`src/rtl/fence_trk_pkg.sv`:
```
package fence_trk_pkg;

    // Direction of the outstanding-count update for one cycle
    typedef enum logic [1:0] {
        CNT_HOLD = 2'd0,
        CNT_UP   = 2'd1,
        CNT_DOWN = 2'd2
    } cnt_op_e;

    // Error events raised by the counters in one cycle
    typedef struct packed {
        logic ovf;
        logic udf;
    } err_flags_t;

    localparam int ERR_FLAG_N = $bits(err_flags_t);

    // An issue paired with a completion leaves the count alone
    function automatic cnt_op_e decode_op(input logic iss, input logic cmp);
        cnt_op_e r;
        if (iss && !cmp)      r = CNT_UP;
        else if (cmp && !iss) r = CNT_DOWN;
        else                  r = CNT_HOLD;
        return r;
    endfunction

endpackage

```
`src/rtl/op_counter.sv`:
```
module op_counter
    import fence_trk_pkg::*;
#(
    parameter int CNT_W = 4
) (
    input  logic             clk,
    input  logic             rst,
    input  logic             issue_i,
    input  logic             cmpl_i,
    output logic [CNT_W-1:0] count_o,
    output logic             zero_o,
    output err_flags_t       err_o
);
    localparam logic [CNT_W-1:0] CNT_MAX = '1;
    localparam logic [CNT_W-1:0] CNT_ONE = CNT_W'(1);

    logic [CNT_W-1:0] cnt_q;
    logic [CNT_W-1:0] cnt_d;
    cnt_op_e          op;

    assign op = decode_op(issue_i, cmpl_i);

    always_comb begin
        cnt_d     = cnt_q;
        err_o.ovf = 1'b0;
        err_o.udf = 1'b0;
        case (op)
            CNT_UP: begin
                if (cnt_q == CNT_MAX) err_o.ovf = 1'b1;
                else                  cnt_d = cnt_q + CNT_ONE;
            end
            CNT_DOWN: begin
                if (cnt_q == '0) err_o.udf = 1'b1;
                else             cnt_d = cnt_q - CNT_ONE;
            end
            default: cnt_d = cnt_q;
        endcase
    end

    always_ff @(posedge clk) begin
        if (rst) cnt_q <= '0;
        else     cnt_q <= cnt_d;
    end

    assign count_o = cnt_q;
    assign zero_o  = (cnt_q == '0);


    a_r1_count_up: assert property (@(posedge clk) disable iff (rst)
        (issue_i && !cmpl_i && cnt_q != CNT_MAX) |=> cnt_q == $past(cnt_q) + CNT_ONE);

    a_r2_count_down: assert property (@(posedge clk) disable iff (rst)
        (cmpl_i && !issue_i && cnt_q != '0) |=> cnt_q == $past(cnt_q) - CNT_ONE);

    a_r3_pair_holds: assert property (@(posedge clk) disable iff (rst)
        (issue_i && cmpl_i) |=> $stable(cnt_q));

    a_r7_saturate_top: assert property (@(posedge clk) disable iff (rst)
        (issue_i && !cmpl_i && cnt_q == CNT_MAX) |=> cnt_q == CNT_MAX);

endmodule

```
`src/rtl/fence_queue.sv`:
```
module fence_queue #(
    parameter int FQ_W = 2
) (
    input  logic            clk,
    input  logic            rst,
    input  logic            req_i,
    input  logic            cnt_zero_i,
    output logic            done_o,
    output logic            busy_o,
    output logic            drop_o,
    output logic [FQ_W-1:0] pending_o
);
    localparam logic [FQ_W-1:0] FQ_MAX = '1;

    logic [FQ_W-1:0] pend_q;
    logic [FQ_W-1:0] after_pop;
    logic [FQ_W-1:0] pend_d;
    logic            accept;

    // Oldest fence retires once nothing earlier is in flight
    assign done_o    = (pend_q != '0) && cnt_zero_i;
    assign after_pop = pend_q - FQ_W'(done_o);
    assign accept    = req_i && (after_pop != FQ_MAX);
    assign drop_o    = req_i && !accept;
    assign pend_d    = after_pop + FQ_W'(accept);

    always_ff @(posedge clk) begin
        if (rst) pend_q <= '0;
        else     pend_q <= pend_d;
    end

    assign busy_o    = (pend_q != '0);
    assign pending_o = pend_q;


    a_r6_one_retire: assert property (@(posedge clk) disable iff (rst)
        (done_o && !req_i) |=> pend_q == $past(pend_q) - FQ_W'(1));

    a_r6_retire_and_queue: assert property (@(posedge clk) disable iff (rst)
        (done_o && req_i) |=> $stable(pend_q));

    a_r9_full_drop: assert property (@(posedge clk) disable iff (rst)
        (req_i && pend_q == FQ_MAX && !cnt_zero_i) |=> pend_q == FQ_MAX);

endmodule

```
`src/rtl/err_sticky.sv`:
```
module err_sticky
    import fence_trk_pkg::*;
(
    input  logic       clk,
    input  logic       rst,
    input  err_flags_t evt_i,
    output err_flags_t flag_o
);
    logic [ERR_FLAG_N-1:0] evt_bits;
    logic [ERR_FLAG_N-1:0] hold_q;

    assign evt_bits = evt_i;

    for (genvar g = 0; g < ERR_FLAG_N; g++) begin : g_flag
        always_ff @(posedge clk) begin
            if (rst)              hold_q[g] <= 1'b0;
            else if (evt_bits[g]) hold_q[g] <= 1'b1;
        end

        a_r10_flag_sticky: assert property (@(posedge clk) disable iff (rst)
            hold_q[g] |=> hold_q[g]);
    end

    assign flag_o = hold_q;

endmodule

```
`src/rtl/fence_tracker.sv`:
```
module fence_tracker
    import fence_trk_pkg::*;
#(
    parameter int CNT_W = 4,
    parameter int FQ_W  = 2
) (
    input  logic             clk,
    input  logic             rst,
    input  logic             op_issue_i,
    input  logic             op_cmpl_i,
    input  logic             fence_req_i,
    output logic             fence_done_o,
    output logic             issue_ok_o,
    output logic [CNT_W-1:0] outstanding_o,
    output logic             ovf_err_o,
    output logic             udf_err_o
);
    localparam logic [CNT_W-1:0] CNT_MAX = '1;

    logic            cnt_zero;
    logic            fq_busy;
    logic            fq_drop;
    logic [FQ_W-1:0] fq_pending;
    err_flags_t      cnt_err;
    err_flags_t      all_err;
    err_flags_t      err_hold;

    op_counter #(.CNT_W(CNT_W)) u_cnt (
        .clk     (clk),
        .rst     (rst),
        .issue_i (op_issue_i),
        .cmpl_i  (op_cmpl_i),
        .count_o (outstanding_o),
        .zero_o  (cnt_zero),
        .err_o   (cnt_err)
    );

    fence_queue #(.FQ_W(FQ_W)) u_fq (
        .clk        (clk),
        .rst        (rst),
        .req_i      (fence_req_i),
        .cnt_zero_i (cnt_zero),
        .done_o     (fence_done_o),
        .busy_o     (fq_busy),
        .drop_o     (fq_drop),
        .pending_o  (fq_pending)
    );

    always_comb begin
        all_err     = cnt_err;
        all_err.ovf = cnt_err.ovf | fq_drop;
    end

    err_sticky u_err (
        .clk    (clk),
        .rst    (rst),
        .evt_i  (all_err),
        .flag_o (err_hold)
    );

    assign issue_ok_o = !fq_busy;
    assign ovf_err_o  = err_hold.ovf;
    assign udf_err_o  = err_hold.udf;

    // Input contract: the pipeline honours the issue-allow output
    a_r5_issue_honoured: assert property (@(posedge clk) disable iff (rst)
        !issue_ok_o |-> !op_issue_i);

    a_r5_block_after_req: assert property (@(posedge clk) disable iff (rst)
        fence_req_i |=> !issue_ok_o);

    a_r4_done_at_zero: assert property (@(posedge clk) disable iff (rst)
        fence_done_o |-> outstanding_o == '0);

    a_r4_retire_first_zero: assert property (@(posedge clk) disable iff (rst)
        (!issue_ok_o && outstanding_o == '0) |-> fence_done_o);

    a_r7_no_overflow: assert property (@(posedge clk) disable iff (rst)
        (op_issue_i && !op_cmpl_i && outstanding_o == CNT_MAX) |=> ovf_err_o);

    a_r8_no_underflow: assert property (@(posedge clk) disable iff (rst)
        (op_cmpl_i && !op_issue_i && outstanding_o == '0) |=> udf_err_o && outstanding_o == '0);

    a_r6_pending_bound: assert property (@(posedge clk) disable iff (rst)
        (fq_pending != '0) |-> !issue_ok_o);

endmodule

```
`config.mk`:
```
export PLATFORM = sky130hd
export DESIGN_NAME = fence_tracker
export DESIGN_NICKNAME = d
export VERILOG_FILES = /design/src/rtl/fence_trk_pkg.sv /design/src/rtl/op_counter.sv /design/src/rtl/fence_queue.sv /design/src/rtl/err_sticky.sv /design/src/rtl/fence_tracker.sv
export SDC_FILE = /design/constraint.sdc
export NUM_CORES = 1
export LEC_CHECK = 0
export BUFFER_PORTS_ARGS = -buffer_cell sky130_fd_sc_hd__buf_2
export CORE_MARGIN = 3
export CORE_UTILIZATION = 24
export CTS_CLUSTER_SIZE = 30
export DETAILED_ROUTE_END_ITERATION = 10
export GPL_ROUTABILITY_DRIVEN = 0
export SLEW_MARGIN = 0
export SYNTH_ARGS = -nofsm -noshare
export SYNTH_HDL_FRONTEND = slang
export SYNTH_HIERARCHICAL = 1
export SYNTH_SLANG_ARGS = --single-unit
```
`constraint.sdc`:
```
create_clock -name clk -period 1.9 [get_ports clk]
set_input_delay 0.19 -clock clk [delete_from_list [all_inputs] [get_ports clk]]
set_output_delay 0.19 -clock clk [all_outputs]
set_load 0.02 [all_outputs]
```
# --- Word-level counts from Yosys, hierarchy flattened ---
# Index checks and enable logic that the tools add are counted.
word_totals:
  output_inout_bits: 8
  register_bits: 8
  wordCells: 37
classes:
  n_eq_ne: 6
  mux: 9
  addsub: 4
  n_bitwise: 1
  reduce_logical: 13
ops:
  columns: ["operator", "n"]
  rows:
  - ["$mux W4", 2]
  - ["$pmux W4 S2", 1]
  - ["$ne A2 B2 Y1 const B", 3]
  - ["$logic_and A1 B1 Y1", 5]
  - ["$add A4 B1 Y4 const B", 1]
  - ["$eq A4 B4 Y1 const B", 1]
  - ["$logic_not A1 Y1", 4]
  - ["$logic_not A4 Y1", 1]
  - ["$mux W1", 4]
  - ["$mux W2", 2]
  - ["$reduce_bool A2 Y1", 2]
  - ["$sub A4 B1 Y4 const B", 1]
  - ["$reduce_and A3 Y1", 1]
  - ["$add A2 B1 Y2", 1]
  - ["$eq A2 B1 Y1 const B", 1]
  - ["$eq A2 B2 Y1 const B", 1]
  - ["$sub A2 B1 Y2", 1]
  - ["$or A1 B1 Y1", 1]

# --- Depth between registers and ports, before layout ---
# Gate-level depths: netlist (run 1).
depth:
  word_depth: 8
  depth_mapped: 8

# --- Modules after synthesis ---
# Netlist (run 1), hierarchy kept.
modules_own_cells:
  columns: ["module", "instances", "area_each_um2", "cells_each"]
  rows:
  - ["op_counter", 1, 289.0, 33]
  - ["fence_queue", 1, 136.4, 15]
  - ["err_sticky", 1, 60.1, 4]
  - ["fence_tracker", 1, 10.0, 2]

# --- Worst setup path before layout (run 1) ---
# No wires, ideal clock.
synth_path:
  kind: "flip-flop to flip-flop"
  from: "register u_cnt.cnt_q[0] (netlist: u_cnt/count_o[0])"
  to: "register u_fq.pend_q[1] (netlist: u_fq/pending_o[1])"
  t_required_ns: 1.779
  n_path_buf: 0
  setup_slack_ns: -0.350
  stages_incl_launch_ff: 8
  arrival_ns: 2.129
  cell_sequence: "dfxtp_1 > nor4_1 > and2_1 > ha_1 > o21a_1 > ha_1 > nor2b_1 > mux2_2"
synth_via:
  elab_chain_len: 6
synth_lines:
  columns: ["element", "line", "text"]
  rows:
  - ["from (decl)", "op_counter.sv:17", "logic [CNT_W-1:0] cnt_q;"]
  - ["from (signal assigned)", "op_counter.sv:42", "else cnt_q <= cnt_d;"]
  - ["$logic_not A4 Y1 (*)", "op_counter.sv:46", "assign zero_o = (cnt_q == '0);"]
  - ["net cnt_zero", "fence_tracker.sv:20", "logic cnt_zero;"]
  - ["$logic_and A1 B1 Y1 (*)", "fence_queue.sv:21", "assign done_o = (pend_q != '0) && cnt_zero_i;"]
  - ["net fence_done_o", "fence_tracker.sv:12", "output logic fence_done_o,"]
  - ["$sub A2 B1 Y2 (*)", "fence_queue.sv:22", "assign after_pop = pend_q - FQ_W'(done_o);"]
  - ["$ne A2 B2 Y1", "fence_queue.sv:23", "assign accept = req_i && (after_pop != FQ_MAX);"]
  - ["$logic_and A1 B1 Y1", "fence_queue.sv:23", null]
  - ["$add A2 B1 Y2 (*)", "fence_queue.sv:25", "assign pend_d = after_pop + FQ_W'(accept);"]
  - ["to (signal assigned)", "fence_queue.sv:29", "else pend_q <= pend_d;"]
  - ["to (decl)", "fence_queue.sv:15", "logic [FQ_W-1:0] pend_q;"]
# Mark *: on every way through the listed nets, which the timed path passes. The rest lies on a longest branch.
# A chain may end at the register's enable or synchronous reset.

# --- Final worst setup path (run 1) ---
layout_path:
  from: "register u_cnt.cnt_q[0] (netlist: u_cnt/count_o[0])"
  to: "register u_fq.pend_q[1] (netlist: u_fq/pending_o[1])"
layout_via:
  elab_chain_len: 6
layout_lines:
  columns: ["element", "line"]
  rows:
  - ["$logic_not A4 Y1 (*)", "op_counter.sv:46"]
  - ["net cnt_zero", "fence_tracker.sv:20"]
  - ["$logic_and A1 B1 Y1 (*)", "fence_queue.sv:21"]
  - ["$sub A2 B1 Y2 (*)", "fence_queue.sv:22"]
  - ["$ne A2 B2 Y1", "fence_queue.sv:23"]
  - ["$logic_and A1 B1 Y1", "fence_queue.sv:23"]
  - ["$add A2 B1 Y2 (*)", "fence_queue.sv:25"]
# Marks and branches as above.

==> impl_metrics.py, run 1 <==
metrics = {
    "timing": {
        "setup_slack_ns": 0.0720,
        "post-route-period-util_pct": 96.2,
        "setup_viol_count_final": 0,
        "min_period_ns": 1.83,
        "clock.fmax_mhz": 547,
        "rsz0062_at_grt": "false",
        "skew_ns": 0.000503,
        "final_max_slew_viol_count": 0,
        "slew_headroom_pct": 80.8,
        "worst_slew_pin_slew_ns": 0.285,
        "hold_violations": 0,
    },
    "placed_design": {
        "dp_hpwl_um": 849,
        "dpl_worst_slack_ns": 0.0417,
        "placed_cell_area_um2": 672,
        "portBuffers": 12,
        "placedCellCount": 97,
    },
    "routing": {
        "drt-wirelength-per-cell_um": 10.0,
        "drt_iter0_markers": 3,
        "drt_pass1_iterations": 4,
        "drc": 0,
        "vias": 452,
        "wl_mm": 1.02,
        "viasPerCell": 4.43,
        "ant_nets": 0,
    },
    "cts": {
        "cts_max_level": 1,
        "numClockSinks": 8,
        "clkLatencyLatePin_ns": 0.25,
        "cts_tree": "yes",
        "path_clk_slew_ns": 0.06,
        "cts_buffers": 3,
        "cts_max_path_buffers": 2,
        "cts-root-buf": "clkbuf_4",
    },
    "finish": {
        "final_layout_size_suffix_gt1_share_pct": 46.8,
        "fin_nets": 86,
        "finish.instance_area_um2": 708,
        "finalNonFillerCells": 102,
        "seqCellArea_um2": 168,
        "multiInputGateArea_um2": 352,
        "syn2layout_area_growth_pct": 42.9,
        "fill_cells": 199,
        "antenna_cells": 0,
    },
    "synthesis": {
        "ys_ff_latch": 8,
        "synth_edf_count": 0,
        "netlist_top_cells_area": "dfxtp_1 (32%), ha_1 (7.6%), nor2b_1 (6.3%)",
        "netlist.area_leader.share_pct": 32.3,
        "netlist_area_um2": 495,
        "synth-seq-area-share_pct": 32.3,
        "syn_inst": 54,
        "synth_commonest_cells": "dfxtp_1 (8), inv_1 (5), nor2b_1 (5), nor2_1 (4)",
        "postSynth.asyncResetShare_pct": 0,
        "synthFlopType": "dfxtp_1",
        "ys_types": 28,
        "synth_nets": 62,
        "avgSynthCellArea_um2": 9.18,
        "ys.warnings.count": 6,
        "synth_area_leader_cell": "dfxtp_1",
        "yosysMostFrequentCell": "dfxtp_1",
    },
    "global_routing": {
        "antenna_found_initial": 0,
        "grt_start_max_net_pins": 13,
        "grt_pass1_vias": 444,
        "grt_pass1_wl_mm": 1.79,
        "grt_overflow": 0,
        "grt_use_total_pct": 9.50,
    },
    "critical_path": {
        "r2r_setup_slack_ns": 0.07,
        "cp-end-kind": "flip-flop",
        "crit_type": "flip-flop to flip-flop",
        "crit_path_max_fanout": 3,
        "cp_cell_sequence": "nor4_4, and2_4, ha_4, o21a_1, ha_2, nor2b_1, mux2_2",
        "crit_slowest_cell": "dfxtp_2",
        "required_ns": 2.04,
        "cp_slowest_stage_delay_ns": 0.33,
        "reg2reg_from": "u_cnt/count_o[0]$_SDFFE_PP0P_",
        "arrival_ns": 1.97,
        "start_kind": "flip-flop",
        "startpoint": "u_cnt/count_o[0]$_SDFFE_PP0P_",
    },
    "min_path": {
        "min-delay-start": "rst",
        "hp-class": "primary input to flip-flop",
    },
    "job": {
        "max-cap-violations": 0,
    },
    "pwr": {
        "p_leak_uw": 0.000333,
        "peakVddDrop_uv": 438,
        "powerDensity_nw_per_um2": 1090,
    },
    "die": {
        "floorplan.rows": 15,
        "fp.dieW_um": 51.4,
        "die_y_um": 51.4,
        "core_region_area_um2": 1840,
        "fp.dieArea_um2": 2650,
        "io_pins": 13,
        "start_util_pct": 26.9,
    },
    "run_status": {
        "status": "finished, final reports clean",
    },
}
## cell type report
| type | instances | area share (%) |
|---|---|---|
| Tap cell | 25 | 4.42 |
| Clock buffer | 4 | 3.71 |
| Timing Repair Buffer | 19 | 15.9 |
| Sequential cell | 8 | 23.7 |
| Inverter | 5 | 2.65 |
| Multi-Input combinational cell | 41 | 49.6 |
## layout by cell type, fill, tap and decap left out, types with 2 or more instances in the layout
cell and instances:
nand2b_1 3, o21ba_1 2, clkbuf_4 3, dfxtp_2 3
buf_2 12, nor2_1 4, nor3_1 2, nand2_1 2
buf_4 7, nor2b_1 5, mux2_2 2, dfxtp_1 4
inv_1 5
## timing repair
action / in CTS / in global routing
setup endpoints to repair: 0 / 1
gates resized for setup: 0 / 1
buffers inserted: 0 / 1
hold buffers: 0 / 0
## per-layer routing
| metal | GRT usage (%) | vias to the layer above | part of all wire, % |
|---|---|---|---|
| li1 | - | 234 | - |
| met4 | 5.24 | 0 | 0.88 |
| met5 | 0 | - | 0 |
| met3 | 5.25 | 2 | 4.0 |
| met1 | 9.36 | 208 | 43 |
| met2 | 15.7 | 8 | 52 |
## metrics by stage
step	utilization, %	TNS (ns)	hold WS [ns]	total power [uW]
floorplan	-	-0.0194	0.261	503
global placement	36.5	0	0.456	620
detailed placement	36.5	0	0.463	627
CTS	38.0	0	0.256	774
global route	38.5	0	0.279	860
finish	38.5	0	0.251	771
## critical path: cells and delay by family, from the launching register on
kind	cells	cell delay (ns)
multiplexers	1	0.25
AO/OA/AOI/OAI	1	0.18
AND/OR/NAND/NOR	3	0.59
adder cells (fa/ha/maj)	2	0.35
flip-flops	1	0.33
## flip-flops by register name (all words and copies together) (netlist names)
signal          count
u_cnt/count_o       4
u_err/flag_o        2
u_fq/pending_o      2
## path summary, 6_finish.rpt
path / end / cells after the start
max: u_fq/pending_o[1]$_SDFF_PP0_ / 7
min: u_fq/pending_o[0]$_SDFF_PP0_ / 2
max reg2reg: u_fq/pending_o[1]$_SDFF_PP0_ / 7
min reg2reg: u_err/flag_o[1]$_SDFFE_PP0P_ / 1
## cells by family (layout without fill, tap and decap cells)
group,count (synthesis),after routing,synth area share (%)
AO/OA/AOI/OAI,7,7,14.6
XOR/XNOR,1,1,1.77
adder cells (fa/ha/maj),3,3,7.58
buffers and inverters,5,28,3.79
flip-flops,8,8,32.3
multiplexers,4,4,8.84
AND/OR/NAND/NOR,26,26,31.1
## power breakdown
part           internal (uW)  switching (uW)  total [uW]  leakage, uW
registers                201            21.8         223    0.0000676
logic                    223             186         409     0.000251
clock network           80.4            58.9         139    0.0000150
Note: power is estimated with default switching activity, not from simulation.
==> run 2, diff against run 1 <==
--- a/config.mk
+++ b/config.mk
@@ -5,10 +5,10 @@
 export SDC_FILE = /design/constraint.sdc
 export NUM_CORES = 1
 export LEC_CHECK = 0
-export BUFFER_PORTS_ARGS = -buffer_cell sky130_fd_sc_hd__buf_2
+export BUFFER_PORTS_ARGS = -buffer_cell sky130_fd_sc_hd__buf_4
 export CORE_MARGIN = 3
 export CORE_UTILIZATION = 24
-export CTS_CLUSTER_SIZE = 30
+export CTS_CLUSTER_SIZE = 12
 export DETAILED_ROUTE_END_ITERATION = 10
 export GPL_ROUTABILITY_DRIVEN = 0
 export SLEW_MARGIN = 0
==> impl_metrics.py, run 2 (same netlist as run 1, synthesis figures left out) <==
metrics = {
    "timing": {
        "skew_ns": 0.00974,
        "setup_viol_count_final": 0,
        "post-route-period-util_pct": 97.1,
        "final.setup.tns_ns": 0,
        "rsz0062_at_grt": "true",
        "worst_slew_pin_slew_ns": 0.285,
        "setup_slack_ns": 0.0557,
        "clock.fmax_mhz": 542,
        "hold_slack_ns": 0.188,
        "min_period_ns": 1.84,
        "slew_headroom_pct": 80.9,
        "final_max_slew_viol_count": 0,
        "hold_violations": 0,
    },
    "finish": {
        "fin_nets": 86,
        "finish.instance_area_um2": 747,
        "final_layout_size_suffix_gt1_share_pct": 49.4,
        "largest_reg_flops": 4,
        "syn2layout_area_growth_pct": 50.8,
        "antenna_cells": 0,
        "final_cell_mix": "buf_4 (19), inv_1 (5), nor2b_1 (5)",
        "fin_util_pct": 40.6,
        "mostFrequentLayoutCell": "buf_4",
    },
    "die": {
        "floorplan.rows": 15,
        "fp.dieArea_um2": 2650,
        "fp.dieW_um": 51.4,
        "io_pins": 13,
        "core_region_area_um2": 1840,
        "start_util_pct": 26.9,
        "die_y_um": 51.4,
    },
    "routing": {
        "drt-wirelength-per-cell_um": 10.3,
        "met1Wirelength_um": 491,
        "ant_nets": 0,
        "met2_length_um": 522,
        "drc": 0,
        "vias": 457,
        "dr_wl_met3_um": 39,
        "drt_iter0_markers": 4,
        "drt_pass1_iterations": 4,
        "viasPerCell": 4.48,
        "top_layer_used": "met3",
        "wl_mm": 1.05,
    },
    "job": {
        "max-cap-violations": 0,
    },
    "global_routing": {
        "grt_use_total_pct": 8.78,
        "grt_pass1_wl_mm": 1.73,
        "grt_overflow": 0,
        "grt_pass1_vias": 431,
        "grt_start_max_net_pins": 13,
        "antenna_found_initial": 0,
    },
    "cts": {
        "cts_tree": "yes",
        "cts_max_path_buffers": 2,
        "cts-root-buf": "clkbuf_4",
        "numClockSinks": 8,
        "cts_max_level": 1,
        "clkLatencyLatePin_ns": 0.26,
        "cts_buffers": 3,
        "path_clk_slew_ns": 0.06,
    },
    "placed_design": {
        "dpl_worst_slack_ns": 0.0356,
        "placed_cell_area_um2": 702,
        "portBuffers": 12,
        "dp_hpwl_um": 828,
    },
    "critical_path": {
        "start_kind": "flip-flop",
        "cp-end-kind": "flip-flop",
        "crit_path_max_fanout": 2,
        "required_ns": 2.03,
        "crit_type": "flip-flop to flip-flop",
        "arrival_ns": 1.98,
    },
    "pwr": {
        "p_leak_uw": 0.000342,
        "powerDensity_nw_per_um2": 1090,
        "peakVddDrop_uv": 531,
    },
    "min_path": {
        "hp-class": "primary input to flip-flop",
    },
    "run_status": {
        "status": "finished, final reports clean",
    },
}
run 2: timing repair:
item / CTS / global route
setup buffers: 0 / 1
resized for setup: 0 / 3
setup endpoints to repair: 0 / 1
hold endpoints to repair: 0 / 0
hold buffers: 0 / 0
run 2: path summary, 6_finish.rpt:
kind                            slack (ns)  depth (start not counted)                          start                       endpoint
worst max-delay path                  0.06                          8  u_cnt/count_o[0]$_SDFFE_PP0P_   u_fq/pending_o[1]$_SDFF_PP0_
worst min-delay path                  0.19                          2                            rst  u_cnt/count_o[3]$_SDFFE_PP0P_
worst max register to register        0.06                          8  u_cnt/count_o[0]$_SDFFE_PP0P_   u_fq/pending_o[1]$_SDFF_PP0_
worst min register to register        0.48                          1   u_err/flag_o[1]$_SDFFE_PP0P_   u_err/flag_o[1]$_SDFFE_PP0P_
run 2: per-stage QoR:
step	std cells	total power, uW
after floorplan	54	503
after global placement	97	641
after detailed placement	97	651
after CTS	101	799
after global routing	102	893
final	102	818
run 2: critical path, cell delays in order, from the launching register on:
cell and delay (ns):
dfxtp_2 0.33, nor4_4 0.28, and2_4 0.20, ha_4 0.13, xnor2_2 0.06, o21a_1 0.19, ha_2 0.17, nor2b_1 0.12
mux2_2 0.25
run 2: final cells by class:
class | count | area, um^2
inverter | 5 | 18.8
fill | 212 | 1090
clock buffer | 4 | 26.3
multi-input combinational | 41 | 359
timing repair buffer | 19 | 143
sequential | 8 | 169
tap | 25 | 31.3
run 2: report_power, final:
group | internal, uW | switching, uW | total (uW)
Clock | 80.5 | 59.9 | 140
Combinational | 260 | 192 | 451
Sequential | 203 | 23.8 | 226
run 2: per-layer routing:
| metal | vias to the layer above | GRT usage, % |
|---|---|---|
| met5 | - | 0 |
| met4 | 0 | 1.75 |
| met3 | 0 | 4.37 |
| met2 | 8 | 15.9 |
| met1 | 211 | 9.01 |
| li1 | 238 | - |
==> run 3, diff against run 2 <==
--- a/config.mk
+++ b/config.mk
@@ -6,6 +6,7 @@
 export NUM_CORES = 1
 export LEC_CHECK = 0
 export BUFFER_PORTS_ARGS = -buffer_cell sky130_fd_sc_hd__buf_4
+export CAP_MARGIN = 0
 export CORE_MARGIN = 3
 export CORE_UTILIZATION = 24
 export CTS_CLUSTER_SIZE = 12
@@ -14,5 +15,4 @@
 export SLEW_MARGIN = 0
 export SYNTH_ARGS = -nofsm -noshare
 export SYNTH_HDL_FRONTEND = slang
-export SYNTH_HIERARCHICAL = 1
 export SYNTH_SLANG_ARGS = --single-unit
==> impl_metrics.py, run 3 <==
metrics = {
    "run_status": {
        "status": "finished, final reports clean",
    },
    "critical_path": {
        "cp-endpoint": "u_fq.pending_o[0]$_SDFF_PP0_",
        "cp.depth": 8,
        "r2r_setup_slack_ns": 0.12,
        "cp_cell_sequence": "nor4_4, nor2b_4, ha_4, xnor2_2, nor2_2, nor2b_1, ha_1, nor2b_1",
        "ff2ff_path_depth": 8,
        "crit_buf_inv": 0,
        "arrival_ns": 1.92,
        "crit_slowest_cell": "dfxtp_4",
        "path_delay_family": "simple AND/OR/NAND/NOR gates",
        "crit_path_max_fanout": 5,
        "required_ns": 2.04,
        "crit_type": "flip-flop to flip-flop",
        "worstReg2RegEnd": "u_fq.pending_o[0]$_SDFF_PP0_",
        "start_kind": "flip-flop",
        "cp-end-kind": "flip-flop",
        "reg2reg_from": "u_cnt.count_o[2]$_SDFFE_PP0P_",
        "cp_slowest_stage_delay_ns": 0.37,
        "startpoint": "u_cnt.count_o[2]$_SDFFE_PP0P_",
        "crit_top_cell": "nor2b_1",
    },
    "global_routing": {
        "grt_pass1_vias": 416,
        "grt_start_max_net_pins": 11,
        "grt_overflow": 0,
        "antenna_found_initial": 0,
        "grt_pass1_wl_mm": 1.96,
        "grt_use_total_pct": 9.83,
    },
    "cts": {
        "cts-resized-gates": 0,
        "cts_tree": "yes",
        "path_clk_slew_ns": 0.06,
        "postCtsHoldBufs": 0,
        "cts-root-buf": "clkbuf_4",
        "clkLatencyLatePin_ns": 0.25,
        "cts_max_level": 1,
        "cts_max_path_buffers": 2,
        "numClockSinks": 8,
        "cts_buffers": 3,
        "postCtsSetupBuffers": 0,
    },
    "synthesis": {
        "avgSynthCellArea_um2": 8.80,
        "synth_nets": 71,
        "netlist.area_leader.share_pct": 30.8,
        "synth_edf_count": 0,
        "ys_types": 22,
        "synthFlopType": "dfxtp_1",
        "netlist_top_cells_area": "dfxtp_1 (31%), ha_1 (14%), nor2_1 (7.2%)",
        "ys_ff_latch": 8,
        "syn_inst": 59,
        "netlist_area_um2": 519,
        "synth_commonest_cells": "nor2_1 (10), inv_1 (9), dfxtp_1 (8), ha_1 (6)",
        "synth_area_leader_cell": "dfxtp_1",
        "ys.warnings.count": 0,
        "synth-seq-area-share_pct": 30.8,
        "postSynth.asyncResetShare_pct": 0,
        "yosysMostFrequentCell": "nor2_1",
    },
    "pwr": {
        "powerDensity_nw_per_um2": 1060,
        "peakVddDrop_uv": 538,
        "p_leak_uw": 0.000334,
    },
    "timing": {
        "worst_slew_pin_slew_ns": 0.340,
        "setup_viol_count_final": 0,
        "final_max_slew_viol_count": 0,
        "rsz0062_at_grt": "false",
        "final.setup.tns_ns": 0,
        "min_period_ns": 1.78,
        "clock.fmax_mhz": 563,
        "hold_violations": 0,
        "skew_ns": 0.00650,
        "slew_headroom_pct": 76.8,
        "post-route-period-util_pct": 93.5,
    },
    "die": {
        "fp.dieArea_um2": 2760,
        "die_y_um": 52.5,
        "io_pins": 13,
        "start_util_pct": 25.9,
        "floorplan.rows": 16,
        "core_region_area_um2": 2000,
        "fp.dieW_um": 52.5,
    },
    "placed_design": {
        "dp_hpwl_um": 872,
        "portBuffers": 12,
        "placedCellCount": 99,
    },
    "finish": {
        "final_cell_mix": "buf_4 (14), inv_1 (9), nor2_1 (9)",
        "finalNonFillerCells": 103,
        "mostFrequentLayoutCell": "buf_4",
        "fill_cells": 209,
        "fin_nets": 89,
        "final_layout_size_suffix_gt1_share_pct": 35.5,
        "syn2layout_area_growth_pct": 39.8,
        "seqCellArea_um2": 166,
        "multiInputGateArea_um2": 360,
        "antenna_cells": 0,
        "largest_reg_flops": 4,
    },
    "routing": {
        "drc": 0,
        "viasPerCell": 4.55,
        "drt_pass1_iterations": 4,
        "wl_mm": 1.10,
        "ant_nets": 0,
        "vias": 469,
        "drt_iter0_markers": 7,
        "drt-wirelength-per-cell_um": 10.7,
    },
    "min_path": {
        "min-delay-start": "rst",
        "hp-class": "primary input to flip-flop",
    },
    "job": {
        "max-cap-violations": 0,
    },
}
==> run 3: logic make-up after synthesis <==
logic type / share of synthesized area [%]
and+or+nand+nor: 17.1
buffers and inverters: 7.23
AOI/OAI and AO/OA: 19.5
xor gates and xnor gates: 5.06
adders and majority gates: 18.3
muxes: 1.93
DFF: 30.8
==> run 3: metrics by stage <==
step / area, um^2 / setup WS (ns) / utilization [%] / total power (uW) / hold slack [ns]
floorplan: 564 / 0.0210 / - / 527 / 0.351
global placement: 699 / 0.108 / 34.9 / 636 / 0.442
finish: 726 / 0.123 / 36.3 / 772 / 0.172
CTS: 726 / 0.0914 / 36.3 / 787 / 0.163
global route: 726 / 0.00963 / 36.3 / 848 / 0.175
detailed placement: 699 / 0.0790 / 34.9 / 640 / 0.439
==> run 3: layer usage <==
layer	vias to the layer above	share of wire (%)	global-route usage [%]
met5	-	0	0
met4	0	0.55	2.55
met3	2	5.4	3.99
met2	9	46	14.3
met1	217	48	13.3
li1	241	-	-
==> run 3: worst reg2reg max path, delay by kind of cell, from the launching register on <==
kind	cells	cell delay (ns)
fa+ha+maj	2	0.36
simple gates	5	0.81
flops	1	0.37
xor+xnor	1	0.13
==> run 3: worst min-delay path by stage <==
stage,to,slack (ns),cells after the start
after global routing,u_cnt.count_o[2]$_SDFFE_PP0P_,0.17,2
after global placement,u_cnt.count_o[2]$_SDFFE_PP0P_,0.44,2
after detailed placement,u_cnt.count_o[2]$_SDFFE_PP0P_,0.44,2
after CTS,u_cnt.count_o[2]$_SDFFE_PP0P_,0.16,2
final,u_cnt.count_o[2]$_SDFFE_PP0P_,0.17,2
after floorplan,u_err.flag_o[1]$_SDFFE_PP0P_,0.35,2
==> run 3: final cells by class <==
class | count | area share [%]
Multi-Input combinational cell | 41 | 49.7
Sequential cell | 8 | 22.9
Inverter | 9 | 4.66
Timing Repair Buffer | 14 | 14.5
Clock buffer | 4 | 3.62
Tap cell | 27 | 4.66
==> run 3: where the power goes <==
part | internal, uW | switching [uW]
logic | 192 | 194
clock network | 80.4 | 59.0
registers | 206 | 40.3
total | 479 | 294
